File: config.mk
export PLATFORM = sky130hd
export DESIGN_NAME = portreg_front
export DESIGN_NICKNAME = d
export VERILOG_FILES = /design/src/rtl/portreg_pkg.sv /design/src/rtl/portreg_decode.sv /design/src/rtl/portreg_pair.sv /design/src/rtl/portreg_strobes.sv /design/src/rtl/portreg_readback.sv /design/src/rtl/portreg_front.sv
export SDC_FILE = /design/constraint.sdc
export NUM_CORES = 1
export LEC_CHECK = 0
export BUFFER_PORTS_ARGS = -buffer_cell sky130_fd_sc_hd__buf_2
export CAP_MARGIN = 20
export CORE_ASPECT_RATIO = 0.8
export CORE_MARGIN = 2
export CORE_UTILIZATION = 52
export CTS_BUF_LIST = sky130_fd_sc_hd__clkbuf_8
export DETAILED_ROUTE_END_ITERATION = 10
export GPL_TIMING_DRIVEN = 0
export PLACE_DENSITY = 0.83
export SKIP_LAST_GASP = 1
export SYNTH_ARGS = -nofsm -noshare
export SYNTH_HDL_FRONTEND = slang
export SYNTH_HIERARCHICAL = 1
export SYNTH_SLANG_ARGS = --single-unit
export TNS_END_PERCENT = 5
File: constraint.sdc
create_clock -name clk -period 2.8 [get_ports clk]
set_input_delay 0 -clock clk [delete_from_list [all_inputs] [get_ports clk]]
set_output_delay 0 -clock clk [all_outputs]
set_load 0.05 [all_outputs]
File: src/rtl/portreg_pkg.sv
package portreg_pkg;

    localparam int DATA_W = 32;
    localparam int HALF_W = DATA_W / 2;
    localparam int OP_W   = 8;
    localparam int BE_W   = DATA_W / 8;

    localparam int OFS_RESET = 0;
    localparam int OFS_PORT  = 4;
    localparam int OFS_ATTN  = 8;
    localparam int OFS_SID   = 12;

    localparam logic [DATA_W-1:0] SID_READ_WORD = 32'hBEEF_BABE;
    localparam logic [DATA_W-1:0] IDLE_READ_WORD = '1;

    typedef enum logic [2:0] {
        SEL_NONE  = 3'd0,
        SEL_RESET = 3'd1,
        SEL_PORT  = 3'd2,
        SEL_ATTN  = 3'd3,
        SEL_SID   = 3'd4
    } sel_e;

    typedef enum logic [2:0] {
        PK_RESET    = 3'd0,
        PK_SELFTEST = 3'd1,
        PK_ALTCB    = 3'd2,
        PK_ALTDUMP  = 3'd3,
        PK_OTHER    = 3'd7
    } port_kind_e;

    typedef struct packed {
        logic [OP_W-1:0]   op;
        port_kind_e        kind;
        logic [DATA_W-1:0] arg;
    } port_cmd_t;

    function automatic port_kind_e classify_op(input logic [OP_W-1:0] op);
        port_kind_e k;
        case (op)
            8'd0:    k = PK_RESET;
            8'd1:    k = PK_SELFTEST;
            8'd2:    k = PK_ALTCB;
            8'd3:    k = PK_ALTDUMP;
            default: k = PK_OTHER;
        endcase
        return k;
    endfunction

    function automatic logic [DATA_W-1:0] join_halves(input logic [DATA_W-1:0] first,
                                                      input logic [DATA_W-1:0] second);
        logic [DATA_W-1:0] v;
        v = first | (second << HALF_W);
        v[OP_W-1:0] = '0;
        return v;
    endfunction

endpackage

File: src/rtl/portreg_decode.sv
module portreg_decode
    import portreg_pkg::*;
#(
    parameter int ADDR_W = 5
) (
    input  logic              wr_en,
    input  logic              rd_en,
    input  logic [ADDR_W-1:0] addr,
    input  logic [BE_W-1:0]   byte_en,
    output sel_e              wr_sel,
    output sel_e              rd_sel
);
    sel_e  hit;
    logic  full_word;

    always_comb begin
        full_word = (byte_en == {BE_W{1'b1}});
        case (addr)
            ADDR_W'(OFS_RESET): hit = SEL_RESET;
            ADDR_W'(OFS_PORT):  hit = SEL_PORT;
            ADDR_W'(OFS_ATTN):  hit = SEL_ATTN;
            ADDR_W'(OFS_SID):   hit = SEL_SID;
            default:            hit = SEL_NONE;
        endcase
        wr_sel = (wr_en && full_word) ? hit : SEL_NONE;
        rd_sel = (rd_en && full_word) ? hit : SEL_NONE;
    end
endmodule

File: src/rtl/portreg_pair.sv
module portreg_pair
    import portreg_pkg::*;
(
    input  logic              clk,
    input  logic              rst,
    input  logic              wr_port,
    input  logic              clear,
    input  logic [DATA_W-1:0] wdata,
    output logic              cmd_valid,
    output port_cmd_t         cmd
);
    typedef enum logic {PH_FIRST = 1'b0, PH_SECOND = 1'b1} phase_e;

    phase_e            phase;
    logic [DATA_W-1:0] held;

    always_ff @(posedge clk) begin
        if (rst) begin
            phase     <= PH_FIRST;
            held      <= '0;
            cmd_valid <= 1'b0;
            cmd       <= '{op: '0, kind: PK_RESET, arg: '0};
        end else begin
            cmd_valid <= 1'b0;
            if (clear) begin
                phase <= PH_FIRST;
            end else if (wr_port) begin
                if (phase == PH_FIRST) begin
                    held  <= wdata;
                    phase <= PH_SECOND;
                end else begin
                    phase     <= PH_FIRST;
                    cmd_valid <= 1'b1;
                    cmd.op    <= held[OP_W-1:0];
                    cmd.kind  <= classify_op(held[OP_W-1:0]);
                    cmd.arg   <= join_halves(held, wdata);
                end
            end
        end
    end
endmodule

File: src/rtl/portreg_strobes.sv
module portreg_strobes
    import portreg_pkg::*;
(
    input  logic              clk,
    input  logic              rst,
    input  sel_e              wr_sel,
    input  logic [DATA_W-1:0] wdata,
    output logic              soft_rst,
    output logic              attn,
    output logic              sid_req,
    output logic [DATA_W-1:0] sid_addr
);
    always_ff @(posedge clk) begin
        if (rst) begin
            soft_rst <= 1'b0;
            attn     <= 1'b0;
            sid_req  <= 1'b0;
            sid_addr <= '0;
        end else begin
            soft_rst <= (wr_sel == SEL_RESET);
            attn     <= (wr_sel == SEL_ATTN);
            sid_req  <= (wr_sel == SEL_SID);
            if (wr_sel == SEL_SID) sid_addr <= wdata;
        end
    end
endmodule

File: src/rtl/portreg_readback.sv
module portreg_readback
    import portreg_pkg::*;
(
    input  logic              clk,
    input  logic              rst,
    input  logic              rd_en,
    input  sel_e              rd_sel,
    output logic              rd_valid,
    output logic [DATA_W-1:0] rdata
);
    always_ff @(posedge clk) begin
        if (rst) begin
            rd_valid <= 1'b0;
            rdata    <= IDLE_READ_WORD;
        end else begin
            rd_valid <= rd_en;
            if (rd_en) rdata <= (rd_sel == SEL_SID) ? SID_READ_WORD : IDLE_READ_WORD;
        end
    end
endmodule

File: src/rtl/portreg_front.sv
module portreg_front
    import portreg_pkg::*;
#(
    parameter int ADDR_W = 5
) (
    input  logic              clk,
    input  logic              rst,
    input  logic              wr_en,
    input  logic              rd_en,
    input  logic [ADDR_W-1:0] addr,
    input  logic [3:0]        byte_en,
    input  logic [31:0]       wdata,
    output logic [31:0]       rdata,
    output logic              rd_valid,
    output logic              soft_rst,
    output logic              attn,
    output logic              sid_req,
    output logic [31:0]       sid_addr,
    output logic              port_valid,
    output logic [7:0]        port_op,
    output logic [2:0]        port_kind,
    output logic [31:0]       port_arg
);
    sel_e      wr_sel;
    sel_e      rd_sel;
    port_cmd_t cmd;

    portreg_decode #(.ADDR_W(ADDR_W)) u_dec (
        .wr_en   (wr_en),
        .rd_en   (rd_en),
        .addr    (addr),
        .byte_en (byte_en),
        .wr_sel  (wr_sel),
        .rd_sel  (rd_sel)
    );

    portreg_pair u_pair (
        .clk       (clk),
        .rst       (rst),
        .wr_port   (wr_sel == SEL_PORT),
        .clear     (wr_sel == SEL_RESET),
        .wdata     (wdata),
        .cmd_valid (port_valid),
        .cmd       (cmd)
    );

    portreg_strobes u_stb (
        .clk      (clk),
        .rst      (rst),
        .wr_sel   (wr_sel),
        .wdata    (wdata),
        .soft_rst (soft_rst),
        .attn     (attn),
        .sid_req  (sid_req),
        .sid_addr (sid_addr)
    );

    portreg_readback u_rd (
        .clk      (clk),
        .rst      (rst),
        .rd_en    (rd_en),
        .rd_sel   (rd_sel),
        .rd_valid (rd_valid),
        .rdata    (rdata)
    );

    assign port_op   = cmd.op;
    assign port_kind = cmd.kind;
    assign port_arg  = cmd.arg;
endmodule

# Yosys cells after proc, flatten, opt, wreduce, memory -nomap -nowiden
# Index checks and enable logic that the tools add are counted.
dict set report totals {
  regBits 137
  wordCells 43
  out_inout_bits 112
  inputBits 45
}
dict set report op_classes {
  bitwise 4
  eq_ne 12
  reduce_logical 8
  mux 7
}
# operator count
set ops {}
lappend ops {{$or 32x32->32} 1}
lappend ops {{$mux 31} 1}
lappend ops {{$pmux 3 s4} 2}
lappend ops {{$eq 8x2->1 const B} 2}
lappend ops {{$eq 5x4->1 const B} 2}
lappend ops {{$eq 8x1->1 const B} 1}
lappend ops {{$logic_not 8->1} 1}
lappend ops {{$eq 3x2->1 const B} 2}
lappend ops {{$eq 3x3->1 const B} 2}
lappend ops {{$mux 3} 2}
lappend ops {{$reduce_and 3->1} 2}
lappend ops {{$eq 5x3->1 const B} 1}
lappend ops {{$logic_not 5->1} 1}
lappend ops {{$eq 4x4->1 const B} 1}
lappend ops {{$eq 3x1->1 const B} 1}
lappend ops {{$not 1->1} 3}
lappend ops {{$reduce_or 3->1} 1}
lappend ops {{$logic_and 1x1->1} 2}
lappend ops {{$mux 1} 2}
lappend ops {{$reduce_or 2->1} 1}

# Longest topological paths before layout
dict set report depth {
  word_depth 6
  ltp_mapped 9
  mapped_depth_nobuf 6
}

# Cells and area by module
# The synthesis kept the hierarchy.
# mod seq_area_each_um2 instances cells_per_inst area_each_um2
set by_module_without_submodules {}
lappend by_module_without_submodules {portreg_pair 1381.3 1 309 2507.4}
lappend by_module_without_submodules {portreg_strobes 700.7 1 146 1562.7}
lappend by_module_without_submodules {portreg_readback 40.0 1 38 304.0}
lappend by_module_without_submodules {portreg_decode 0.0 1 13 75.1}
lappend by_module_without_submodules {portreg_front 0.0 1 2 15.0}

# Worst setup path after synthesis
# Ideal clock, no wire load.
dict set report synth_path {
  path_type {input to register}
  from {input port addr[1]}
  to {register u_pair.held[13]}
  path_buffers 3
  required_time_ns 2.668
  arrival_ns 2.252
  setup_ns 0.132
  path_slack_ns 0.416
  cell_stages 9
  path_cell_list {or3_1 > buf_2 > nor4_1 > nor3b_1 > or3b_1 > buf_2 > buf_6 > nand2_1 > a21oi_1}
}
dict set report synth_via {
  elab_chain_cells 6
  elab_cells_between_ends 10
  classes_between {eq/ne (5); mux (2); bitwise (1); reduce/logical (2)}
}
# item line
set synth_rtl {}
lappend synth_rtl {{start: declaration} portreg_front.sv:10} ;# input logic [ADDR_W-1:0] addr,
lappend synth_rtl {{$eq 5x4->1 (tied with other cells)} portreg_decode.sv:18} ;# case (addr)
lappend synth_rtl {{$pmux 3 s4 (*)} portreg_decode.sv:18}
lappend synth_rtl {{$mux 3 (*)} portreg_decode.sv:25} ;# wr_sel = (wr_en && full_word) ? hit : SEL_NONE;
lappend synth_rtl {{named net wr_sel[1]} portreg_front.sv:24} ;# sel_e wr_sel;
lappend synth_rtl {{$eq 3x1->1} portreg_front.sv:41} ;# .clear (wr_sel == SEL_RESET),
lappend synth_rtl {{$not 1->1 (no line)} --}
lappend synth_rtl {{$reduce_and 3->1 (no line) (*)} --}
lappend synth_rtl {{end signal: assignment} portreg_pair.sv:29} ;# held <= wdata;
lappend synth_rtl {{end: declaration} portreg_pair.sv:15} ;# logic [DATA_W-1:0] held;
# Mark *: on every way through the listed nets, which the timed path passes. The rest lies on a longest branch.
# A chain may end at the register's enable or synchronous reset.

# Final worst setup path
dict set report layout_path {
  from {input port addr[1]}
  to {register u_pair/cmd[23] (netlist name)}
}
dict set report layout_via {
  elab_chain_cells 6
  elab_cells_between_ends 10
  classes_between {eq/ne (5); mux (2); bitwise (1); reduce/logical (2)}
}
# item line
set layout_rtl {}
lappend layout_rtl {{$eq 5x4->1 (tied with other cells)} portreg_decode.sv:18}
lappend layout_rtl {{$pmux 3 s4 (*)} portreg_decode.sv:18}
lappend layout_rtl {{$mux 3 (*)} portreg_decode.sv:25}
lappend layout_rtl {{named net wr_sel[0]} portreg_front.sv:24}
lappend layout_rtl {{$eq 3x1->1} portreg_front.sv:41}
lappend layout_rtl {{$not 1->1 (no line)} --}
lappend layout_rtl {{$reduce_and 3->1 (no line) (*)} --}
# Marks and branches as above.

==> qor.yml <==
status:
  status: "complete, no violations"
sta:
  relSlewSlack: 0.4775
  final-hold-violation-count: 0
  fmax_ghz: 0.3898
  rsz0062_at_grt: "false"
  slew_violations: 0
  period_minus_slack_ns: 2.565
  finalCritPeriodShare: 0.9161
  whs_ns: 0.07260
  worst_slew_pin_slew_ns: 0.7766
  fin_skew_ns: 0.008622
  final-setup-viol-count: 0
placement:
  place_area_mm2: 0.005338
  hpwl_mm: 8.836
  io_buffers: 124
  place_congestion: 0.8861
global_routing:
  grt_pass1_vias: 4038
  grt_pass1_wl_mm: 19.09
  grt_max_degree: 16
  grt_use_total: 0.2646
  overflow: 0
  grt_antenna_before_repair: 0
yosys:
  synthTopCellsByCount: "dfxtp_1, nand2_1, nand2b_1"
  synthTopCellsByArea: "dfxtp_1, nand2b_1, nand2_1"
  synth.top_cell.area_share: 0.4753
  synth_area_per_cell_um2: 8.788
  yosysMostFrequentCell: "dfxtp_1"
  syn_inst: 508
  synthArstFlopShare: 0
  synth_edf_count: 0
  yosys_warnings: 6
  ys_ff_latch: 106
  synthDistinctLibCells: 31
  netlist_area_mm2: 0.004464
  synth_ff_type: "dfxtp_1"
  ys_seq_area_frac: 0.4753
  synth_area_leader_cell: "dfxtp_1"
floorplan:
  num_io_pins: 157
  start_util: 0.5310
  rows: 30
  coreArea_mm2: 0.008408
  die_width_um: 107.6
  die_area_mm2: 0.009347
  die_y_um: 86.88
routing:
  drt_iter0_drc: 247
  detail-route-antenna-nets: 0
  drt_wl_total_mm: 12.27
  drc: 0
  vias: 4129
  wl_per_cell_um: 14.89
  dr.pass1.iters: 5
  via_per_inst: 5.011
layout:
  antenna_cells: 0
  fin_area_mm2: 0.005866
  fin_util: 0.6976
  area_growth_pct: 31.39
  drive_above_1_share: 0.2837
  final_nets: 753
clock_network:
  htreeDepth: 3
  cts_setup_buffers: 0
  cts_buffer_depth: 2
  cts_buffers: 9
  cts_root_buffer: "clkbuf_8"
  clock_sinks: 106
  cts_tree: "built"
  clkTransAtPathRegs_ns: 0.09
  worstSkewPairLatency_ns: 0.36
worst_hold_path:
  hp-class: "input pin to flop"
power_and_ir_drop:
  finalPower_mw: 2.656
  seqPwrFrac: 0.568
  switchingPower_mw: 0.6741
  combinationalPowerShare: 0.113
  power.density_mw_per_mm2: 452.8
  p_int_mw: 1.982
  ir_drop_v: 0.0002950
  p_leak_nw: 2.486
  clkPwrFrac: 0.319
  switching_share: 0.2538
worst_setup_path:
  arrival_ns: 2.84
  required_ns: 3.07
  crit_fanout: 10
  crit_path_end_kind: "flop"
  worst-setup-path-type: "input pin to flop"
  crit_path_start_kind: "input pin"
flow_run:
  cap_violations: 0
==> through the flow <==
stage | setup TNS (ns) | instances | setup slack (ns)
2_1_floorplan | 0 | 538 | 0.4158
3_3_place_gp | -2.674 | 774 | -0.1464
3_5_place_dp | -7.850 | 774 | -0.2782
4_1_cts | 0 | 824 | 0.09087
5_1_grt | 0 | 824 | 0.09609
6_report | 0 | 824 | 0.2349
==> final cells by class <==
| cell class | count | area [µm²] |
|---|---|---|
| fill | 678 | 2542 |
| sequential | 106 | 2122 |
| timing repair buffer | 159 | 970.9 |
| clock buffer | 11 | 151.4 |
| buffer | 73 | 524.3 |
| multi-input combinational | 357 | 1929 |
| tap | 112 | 140.1 |
| clock inverter | 4 | 20.02 |
| inverter | 2 | 7.507 |
==> layer usage <==
layer | GRT usage | routed length, µm | vias up | part of all wire
met2 | 0.4740 | 6166 | 168 | 0.50
met5 | 0 | 0 | - | 0
met4 | 0.07576 | 150 | 0 | 0.012
li1 | - | - | 1982 | -
met3 | 0.06058 | 862 | 19 | 0.070
met1 | 0.3198 | 5088 | 1960 | 0.41
==> flip-flops by register name (all words and copies together), names as in the netlist <==
signal and flops:
u_rd/rd_valid 1, u_pair/cmd_valid 1, u_stb/attn 1, u_pair/phase 1, u_stb/sid_addr 32, u_rd/rdata 1, u_stb/soft_rst 1, u_pair/cmd 35
u_stb/sid_req 1, u_pair/held 32
==> critical path, stage by stage <==
cell,delay [ns]
buf_2,0.10
or3_1,0.35
buf_2,0.16
nor4_1,0.60
nor3b_1,0.63
nand3b_1,0.41
buf_2,0.31
nor3_1,0.09
nor3_1,0.18
==> cells in the final DEF, fill, tap and decap left out, types with 2 or more instances in the layout <==
master / n
dlygate4sd3_1: 35
buf_2: 135
inv_1: 4
buf_12: 3
nand2_1: 97
clkbuf_1: 13
dfxtp_1: 106
xnor2_1: 2
conb_1: 32
nand2b_1: 64
nor2_1: 23
nor3_1: 33
a21oi_1: 48
nor3b_2: 2
nor3b_1: 2
clkbuf_8: 11
buf_4: 42
nor4_1: 5
nor4b_1: 2
mux2i_1: 32
buf_6: 4
a211oi_1: 3
==> repair_timing <==
item	in CTS	in global routing
resized for setup	0	1
hold buffers	35	0
endpoints found under the setup margin	0	33
hold endpoints to repair	77	0
==> cells by family (layout without fill, tap and decap cells) <==
logic type / count (synthesis) / after routing / share of synthesized area
flip-flops: 106 / 106 / 0.4753
XOR/XNOR: 2 / 2 / 0.003924
AND/OR/NAND/NOR: 239 / 239 / 0.2677
AO/OA/AOI/OAI: 52 / 52 / 0.06054
other: 2 / 32 / 0.001682
buffers and inverters: 75 / 249 / 0.1191
multiplexers: 32 / 32 / 0.07175
==> worst paths after layout <==
check / to / cells past startpoint / slack, ns / start
max reg2reg: u_pair/cmd[23] / 4 / 1.28 / u_pair/phase
min: u_stb/soft_rst / 3 / 0.07 / addr[2]
max: u_pair/cmd[23] / 9 / 0.23 / addr[1]
min reg2reg: u_pair/cmd[40] / 2 / 0.45 / u_pair/cmd[40]
==> power groups by stage <==
stage               Sequential [mW]  Clock (mW)  Combinational (mW)
floorplan                      1.55           0               0.183
global placement               1.54           0               0.250
detailed placement             1.54           0               0.255
CTS                            1.51       0.857               0.293
global route                   1.51       0.915               0.317
finish                         1.51       0.847               0.300
No activity file was read; power rests on OpenSTA's default activity.
